--- src/rtl/refdiv_pkg.sv ---
package refdiv_pkg;

   // width of the ratio code and of the largest ratio (384 needs 9 bits)
   localparam int CODE_W  = 4;
   localparam int RATIO_W = 9;
   localparam logic [CODE_W-1:0] FORBIDDEN_CODE = 4'b1000;

   // bit 3 clear: 2 << k ; bit 3 set: 3 << k (k = bits 2:0)
   function automatic logic [RATIO_W-1:0] ratio_of(input logic [CODE_W-1:0] code);
      logic [RATIO_W-1:0] base;
      logic [3:0]         shift;
      base  = code[3] ? RATIO_W'(3) : RATIO_W'(1);
      shift = code[3] ? {1'b0, code[2:0]} : ({1'b0, code[2:0]} + 4'd1);
      return base << shift;
   endfunction

endpackage

--- src/rtl/refdiv_cfg_reg.sv ---
module refdiv_cfg_reg
   import refdiv_pkg::*;
#(
   parameter int                CW         = CODE_W,
   parameter logic [CW-1:0]     RESET_CODE = '0
) (
   input  logic          clk,
   input  logic          rst_n,
   input  logic          load,
   input  logic [CW-1:0] code_in,
   input  logic          en_in,
   input  logic          sel_in,
   output logic [CW-1:0] pend_code,
   output logic          en_q,
   output logic          sel_q,
   output logic          err_q
);

   generate
      if (CW != CODE_W) begin : g_bad_cw
         $error("refdiv_cfg_reg: code width must equal the package code width");
      end
      if (RESET_CODE == FORBIDDEN_CODE) begin : g_bad_reset
         $error("refdiv_cfg_reg: reset code may not be the forbidden code");
      end
   endgenerate

   logic bad_code;
   assign bad_code = (code_in == FORBIDDEN_CODE);

   always_ff @(posedge clk) begin
      if (!rst_n) begin
         pend_code <= RESET_CODE;
         en_q      <= 1'b1;
         sel_q     <= 1'b1;
         err_q     <= 1'b0;
      end else if (load) begin
         en_q  <= en_in;
         sel_q <= sel_in;
         if (bad_code) begin
            err_q <= 1'b1;
         end else begin
            pend_code <= code_in;
            err_q     <= 1'b0;
         end
      end
   end

   // forbidden load keeps the pending ratio and flags the error
   assert_bad_code_kept_R3: assert property (@(posedge clk) disable iff (!rst_n)
      (load && bad_code) |=> (err_q && $stable(pend_code)));

   // a legal load clears the error flag
   assert_good_code_clears_R3: assert property (@(posedge clk) disable iff (!rst_n)
      (load && !bad_code) |=> !err_q);

   // monitor settings move only on a load
   assert_mon_cfg_hold_R8: assert property (@(posedge clk) disable iff (!rst_n)
      !load |=> ($stable(en_q) && $stable(sel_q)));

endmodule

--- src/rtl/refdiv_period_ctr.sv ---
module refdiv_period_ctr
   import refdiv_pkg::*;
#(
   parameter int            CW          = CODE_W,
   parameter int            CNT_W       = RATIO_W,
   parameter logic [CW-1:0] RESET_CODE  = '0,
   parameter bit            REG_CMP_CLK = 1'b1
) (
   input  logic          clk,
   input  logic          rst_n,
   input  logic [CW-1:0] pend_code,
   output logic          cmp_en,
   output logic          cmp_clk
);

   generate
      if (CNT_W < RATIO_W) begin : g_bad_cnt
         $error("refdiv_period_ctr: counter too narrow for the largest ratio");
      end
   endgenerate

   logic [CW-1:0]    act_q;
   logic [CNT_W-1:0] cnt_q;
   logic [CNT_W-1:0] ratio;
   logic [CNT_W-1:0] term;
   logic [CNT_W-1:0] half;
   logic             wrap;

   assign ratio  = CNT_W'(ratio_of(act_q));
   assign term   = ratio - CNT_W'(1);
   assign half   = ratio >> 1;
   assign wrap   = (cnt_q == term);
   assign cmp_en = wrap;

   always_ff @(posedge clk) begin
      if (!rst_n) begin
         cnt_q <= '0;
         act_q <= RESET_CODE;
      end else if (wrap) begin
         cnt_q <= '0;
         act_q <= pend_code;
      end else begin
         cnt_q <= cnt_q + CNT_W'(1);
      end
   end

   generate
      if (REG_CMP_CLK) begin : g_cmp_reg
         logic cmp_q;
         always_ff @(posedge clk) begin
            if (!rst_n) begin
               cmp_q <= 1'b1;
            end else if (wrap) begin
               cmp_q <= 1'b1;
            end else begin
               cmp_q <= ((cnt_q + CNT_W'(1)) < half);
            end
         end
         assign cmp_clk = cmp_q;
      end else begin : g_cmp_comb
         assign cmp_clk = (cnt_q < half);
      end
   endgenerate

   // the enable is a single-cycle pulse (every ratio is at least 2)
   assert_pulse_single_R5: assert property (@(posedge clk) disable iff (!rst_n)
      cmp_en |=> !cmp_en);

   // the count never passes the end of the period
   assert_cnt_in_range_R5: assert property (@(posedge clk) disable iff (!rst_n)
      cnt_q <= term);

   // the forbidden code never becomes the active ratio
   assert_no_forbidden_active_R3: assert property (@(posedge clk) disable iff (!rst_n)
      act_q != FORBIDDEN_CODE);

   // the active ratio changes only at a period boundary
   assert_switch_at_end_R4: assert property (@(posedge clk) disable iff (!rst_n)
      (act_q != $past(act_q)) |-> $past(wrap));

   // each period opens with the comparison clock high
   assert_first_half_high_R6: assert property (@(posedge clk) disable iff (!rst_n)
      cmp_en |=> cmp_clk);

endmodule

--- src/rtl/refdiv_mon_mux.sv ---
module refdiv_mon_mux #(
   parameter bit IDLE_LEVEL = 1'b1
) (
   input  logic ref_clk,
   input  logic cmp_clk,
   input  logic en,
   input  logic sel,
   output logic mon_out
);

   always_comb begin
      if (!en) begin
         mon_out = IDLE_LEVEL;
      end else if (sel) begin
         mon_out = cmp_clk;
      end else begin
         mon_out = ref_clk;
      end
   end

endmodule

--- src/rtl/cmpclk_refdiv.sv ---
module cmpclk_refdiv
   import refdiv_pkg::*;
#(
   parameter int                CNT_W       = RATIO_W,
   parameter logic [CODE_W-1:0] RESET_CODE  = 4'b0000,
   parameter bit                REG_CMP_CLK = 1'b1
) (
   input  logic              ref_clk,
   input  logic              rst_n,
   input  logic              cfg_load,
   input  logic [CODE_W-1:0] ratio_code,
   input  logic              mon_en,
   input  logic              mon_sel,
   output logic              cmp_en,
   output logic              mon_out,
   output logic              code_err
);

   logic [CODE_W-1:0] pend_code;
   logic              en_q;
   logic              sel_q;
   logic              cmp_clk;

   refdiv_cfg_reg #(
      .CW         (CODE_W),
      .RESET_CODE (RESET_CODE)
   ) u_cfg (
      .clk       (ref_clk),
      .rst_n     (rst_n),
      .load      (cfg_load),
      .code_in   (ratio_code),
      .en_in     (mon_en),
      .sel_in    (mon_sel),
      .pend_code (pend_code),
      .en_q      (en_q),
      .sel_q     (sel_q),
      .err_q     (code_err)
   );

   refdiv_period_ctr #(
      .CW          (CODE_W),
      .CNT_W       (CNT_W),
      .RESET_CODE  (RESET_CODE),
      .REG_CMP_CLK (REG_CMP_CLK)
   ) u_ctr (
      .clk       (ref_clk),
      .rst_n     (rst_n),
      .pend_code (pend_code),
      .cmp_en    (cmp_en),
      .cmp_clk   (cmp_clk)
   );

   refdiv_mon_mux #(
      .IDLE_LEVEL (1'b1)
   ) u_mon (
      .ref_clk (ref_clk),
      .cmp_clk (cmp_clk),
      .en      (en_q),
      .sel     (sel_q),
      .mon_out (mon_out)
   );

   // disabled monitor is parked high at both clock phases
   assert_mon_parked_high_R8: assert property (@(negedge ref_clk) disable iff (!rst_n)
      !en_q |-> mon_out);

endmodule

--- config.mk ---
export PLATFORM = sky130hd
export DESIGN_NAME = cmpclk_refdiv
export DESIGN_NICKNAME = d
export VERILOG_FILES = /design/src/rtl/refdiv_pkg.sv /design/src/rtl/refdiv_cfg_reg.sv /design/src/rtl/refdiv_period_ctr.sv /design/src/rtl/refdiv_mon_mux.sv /design/src/rtl/cmpclk_refdiv.sv
export SDC_FILE = /design/constraint.sdc
export NUM_CORES = 1
export LEC_CHECK = 0
export ABC_AREA = 1
export ABC_CLOCK_PERIOD_IN_PS = 4700
export BUFFER_PORTS_ARGS = -buffer_cell sky130_fd_sc_hd__buf_2
export CORE_ASPECT_RATIO = 0.5
export CORE_UTILIZATION = 36
export CTS_CLUSTER_SIZE = 8
export DETAILED_ROUTE_END_ITERATION = 7
export SLEW_MARGIN = 0
export SYNTH_ARGS = -nofsm -noshare
export SYNTH_HDL_FRONTEND = slang
export SYNTH_SLANG_ARGS = --single-unit
--- constraint.sdc ---
create_clock -name ref_clk -period 4.7 [get_ports ref_clk]
set_input_delay 0.705 -clock ref_clk [delete_from_list [all_inputs] [get_ports ref_clk]]
set_output_delay 0.705 -clock ref_clk [all_outputs]
set_load 0.02 [all_outputs]
# Word-level counts from Yosys, hierarchy flattened
# Index checks and enable logic that the tools add are counted.
[totals]
register_bits = 21
in_bits = 9
output_inout_bits = 3
elab_cells = 23
[classes]
add_sub_neg = 3
n_lt_le_gt_ge = 1
n_eq_ne = 2
shift = 1
mux = 5
n_bitwise = 2
n_reduce_logical = 2
[ops]
columns = ["operator", "n"]
rows = [
  ["$add 9x1->9 const B", 1],
  ["$eq 9x9->1", 1],
  ["$lt 9x8->1", 1],
  ["$shl 9x4->9", 1],
  ["$sub 9x1->9 const B", 1],
  ["$add 3x1->4 const B", 1],
  ["$eq 4x4->1 const B", 1],
  ["$mux 4", 1],
  ["$mux 1", 3],
  ["$mux 2", 1],
  ["$not 1->1", 2],
  ["$reduce_and 2->1", 1],
  ["$reduce_or 2->1", 1],
]

# Logic depth before layout (Yosys ltp)
[logic_depth]
word_depth = 6
ltp_mapped = 18

# Cells and area by module
# Synthesis repeated with hierarchy kept, for this count alone.
[unflattened]
cells_unflattened = 307
hier_area_um2 = 1924.3
[by_module_without_submodules]
columns = ["mod", "n_inst", "cells_per_inst", "area_per_inst_um2"]
rows = [
  ["refdiv_period_ctr", 1, 267, 1617.8],
  ["refdiv_cfg_reg", 1, 36, 282.8],
  ["refdiv_mon_mux", 1, 4, 23.8],
]

==> impl_metrics.tcl <==
set metrics [dict create \
    yosysWarnings 0 \
    slew_headroom_pct 75.0 \
    gp_congestion 0.904 \
    vias_per_cell 4.77 \
    core_area_mm2 0.00412 \
    tightest_slew_ps 373 \
    die_x_um 97.2 \
    ys_ff_latch 21 \
    layout_common_cells "73 x nand2_1, 46 x nor2_1, 27 x inv_1" \
    top_usage_layer "met2" \
    avgSynthCellArea_um2 6.30 \
    cts_setup_buffers 0 \
    wl_per_cell_um 11.2 \
    cp-end-kind "output pin" \
    synthCells 259 \
    cts.htree.levels 1 \
    crit_required_ps 3990 \
    path_max_fanout 13 \
    internal_power_mw 0.426 \
    rsz0062_at_grt "false" \
    cts-root-buf "clkbuf_8" \
    fill_cells 454 \
    finalSetupTns_ps 0 \
    area_growth_syn_to_layout_pct 10.6 \
    vias 1555 \
    crit_arrival_ps 2920 \
    io_pins 12 \
    grt_pass1_wl_um 6400 \
    drt_pass1_iterations 4 \
    io_buffer_count 11 \
    grt_use_met2_pct 27.3 \
    drive_gt1_share_pct 13.6 \
    grt_max_degree 14 \
    fin_nets 294 \
    status "completed" \
    synth.distinct_cells 27 \
    drt-total-wl_um 3660 \
    final_max_slew_viol_count 0 \
    initial_core_util_pct 39.6 \
    numPlacedInstances 322 \
    maxCapViolCount 0 \
    power.switching_mw 0.331 \
    syn_nets 280 \
    clk_latency_ps 270 \
    grt_pass1_vias 1391 \
    cts_hold_buf 0 \
    drtAntennaViolNets 0 \
    worstSetupPathType "clock port to output pin" \
    cp-start-kind "clock port" \
    drt_iter0_markers 173 \
    die_h_um 49.6 \
    antenna_found_initial 0 \
    setup_viol 0 \
    grt_util_met1_pct 22.1 \
    leakagePower_nw 0.967 \
    drc 0 \
    layout_commonest_cell "nand2_1" \
    ys_seq_area_share_pct 25.8 \
    power.share.sequential_pct 29.5 \
    grt_overflow_total 0 \
    cts.clk_slew.worst_paths_ps 80 \
    rrSetupSlack_ps 1960 \
    clock_path_buffers 2 \
    hp-class "register to register" \
    grtUsageMet3_pct 4.40 \
    power_frac_comb_pct 47.3 \
    finClkSkew_ps 7.92 \
    cts_tree "built" \
    p_clk_share_pct 23.2 \
    swShare_pct 43.7 \
    grt_usage_pct 16.7 \
    cts_resized 0 \
    die_area_mm2 0.00482 \
    post-dp-hpwl_um 2980 \
    power_density_mw_per_mm2 419 \
    ir_drop_v 0.000183 \
    final-hold-violation-count 0 \
    diodes 0 \
    syn-cell-area_mm2 0.00163 \
    cts_buffers 3 \
    floorplan.rows 16 \
    final_cells 326 \
]
[worst paths after layout]
check / start / end / depth (start not counted)
worst max-delay path: ref_clk / mon_out / 5
worst min-delay path: u_cfg.en_q / u_cfg.en_q / 2
worst max register to register: u_ctr.act_q[1] / u_ctr.cnt_q[2] / 15
worst min register to register: u_cfg.en_q / u_cfg.en_q / 2
[cells by family after synthesis]
| kind of cell | Yosys count | synth area share, % |
|---|---|---|
| AND/OR/NAND/NOR | 168 | 46.7 |
| buffers and inverters | 34 | 8.36 |
| flip-flops | 21 | 25.8 |
| AO/OA/AOI/OAI | 16 | 5.68 |
| adder cells (fa/ha/maj) | 12 | 9.20 |
| XOR/XNOR | 8 | 4.29 |
[power groups by stage]
stage | combinational, mW | sequential, mW | clock, mW
6_report | 0.358 | 0.223 | 0.175
5_1_grt | 0.409 | 0.227 | 0.190
4_1_cts | 0.357 | 0.223 | 0.178
3_5_place_dp | 0.354 | 0.227 | 0.0114
3_3_place_gp | 0.353 | 0.226 | 0.0114
2_1_floorplan | 0.284 | 0.220 | 0.00899
[synth_stat cells (all sizes together)]
library cell	n	share of area, %
dfxtp	21	26
nor4	1	0.38
xor2	7	3.8
nand4	5	1.9
ha	12	9.2
o211ai	1	0.46
nand3b	5	2.3
nand2	81	20
a21o	1	0.46
inv	32	7.4
a211oi	1	0.46
a31oi	1	0.38
o21ai	9	2.8
a21oi	3	1.2
xnor2	1	0.54
nand3	26	9.2
nor2	50	13
buf	2	1.0
[area by class of cell]
class | count | area [um^2] | share of cell area, %
inverters | 31 | 116 | 6.45
flip-flops and latches | 21 | 420 | 23.3
clock inverters | 1 | 3.75 | 0.208
multi-input cells | 204 | 1070 | 59.6
repair buffers | 10 | 50.0 | 2.77
well taps | 54 | 67.6 | 3.74
clock buffers | 5 | 71.3 | 3.95
[flip-flops by register name, summed over array words and instances (netlist names)]
signal,flops
u_cfg.pend_code,4
u_ctr.cnt_q,9
u_cfg.err_q,1
u_cfg.sel_q,1
u_ctr.cmp_clk,1
u_cfg.en_q,1
u_ctr.act_q,4
[stage by stage]
step                power, mW  hold slack, ps  setup WS, ps  util (%)  area, um^2
finish                  0.757             472          1080      43.8        1800
global route            0.826             516           932      43.8        1800
CTS                     0.757             469          1060      43.8        1800
detailed placement      0.592             446          1390      42.1        1740
global placement        0.591             448          1390      42.1        1740
floorplan               0.513             429          1430         -        1630
[critical path, cell delays in order]
cell and delay (ps):
clkbuf_8 120, clkbuf_8 160, inv_1 50, o211ai_1 70, buf_2 170
[per-layer routing]
layer,vias to the layer above,wire (um)
met4,0,21
met5,-,0
met2,43,1540
met3,2,204
met1,664,1890
li1,846,-
Note: power is estimated with default switching activity, not from simulation.
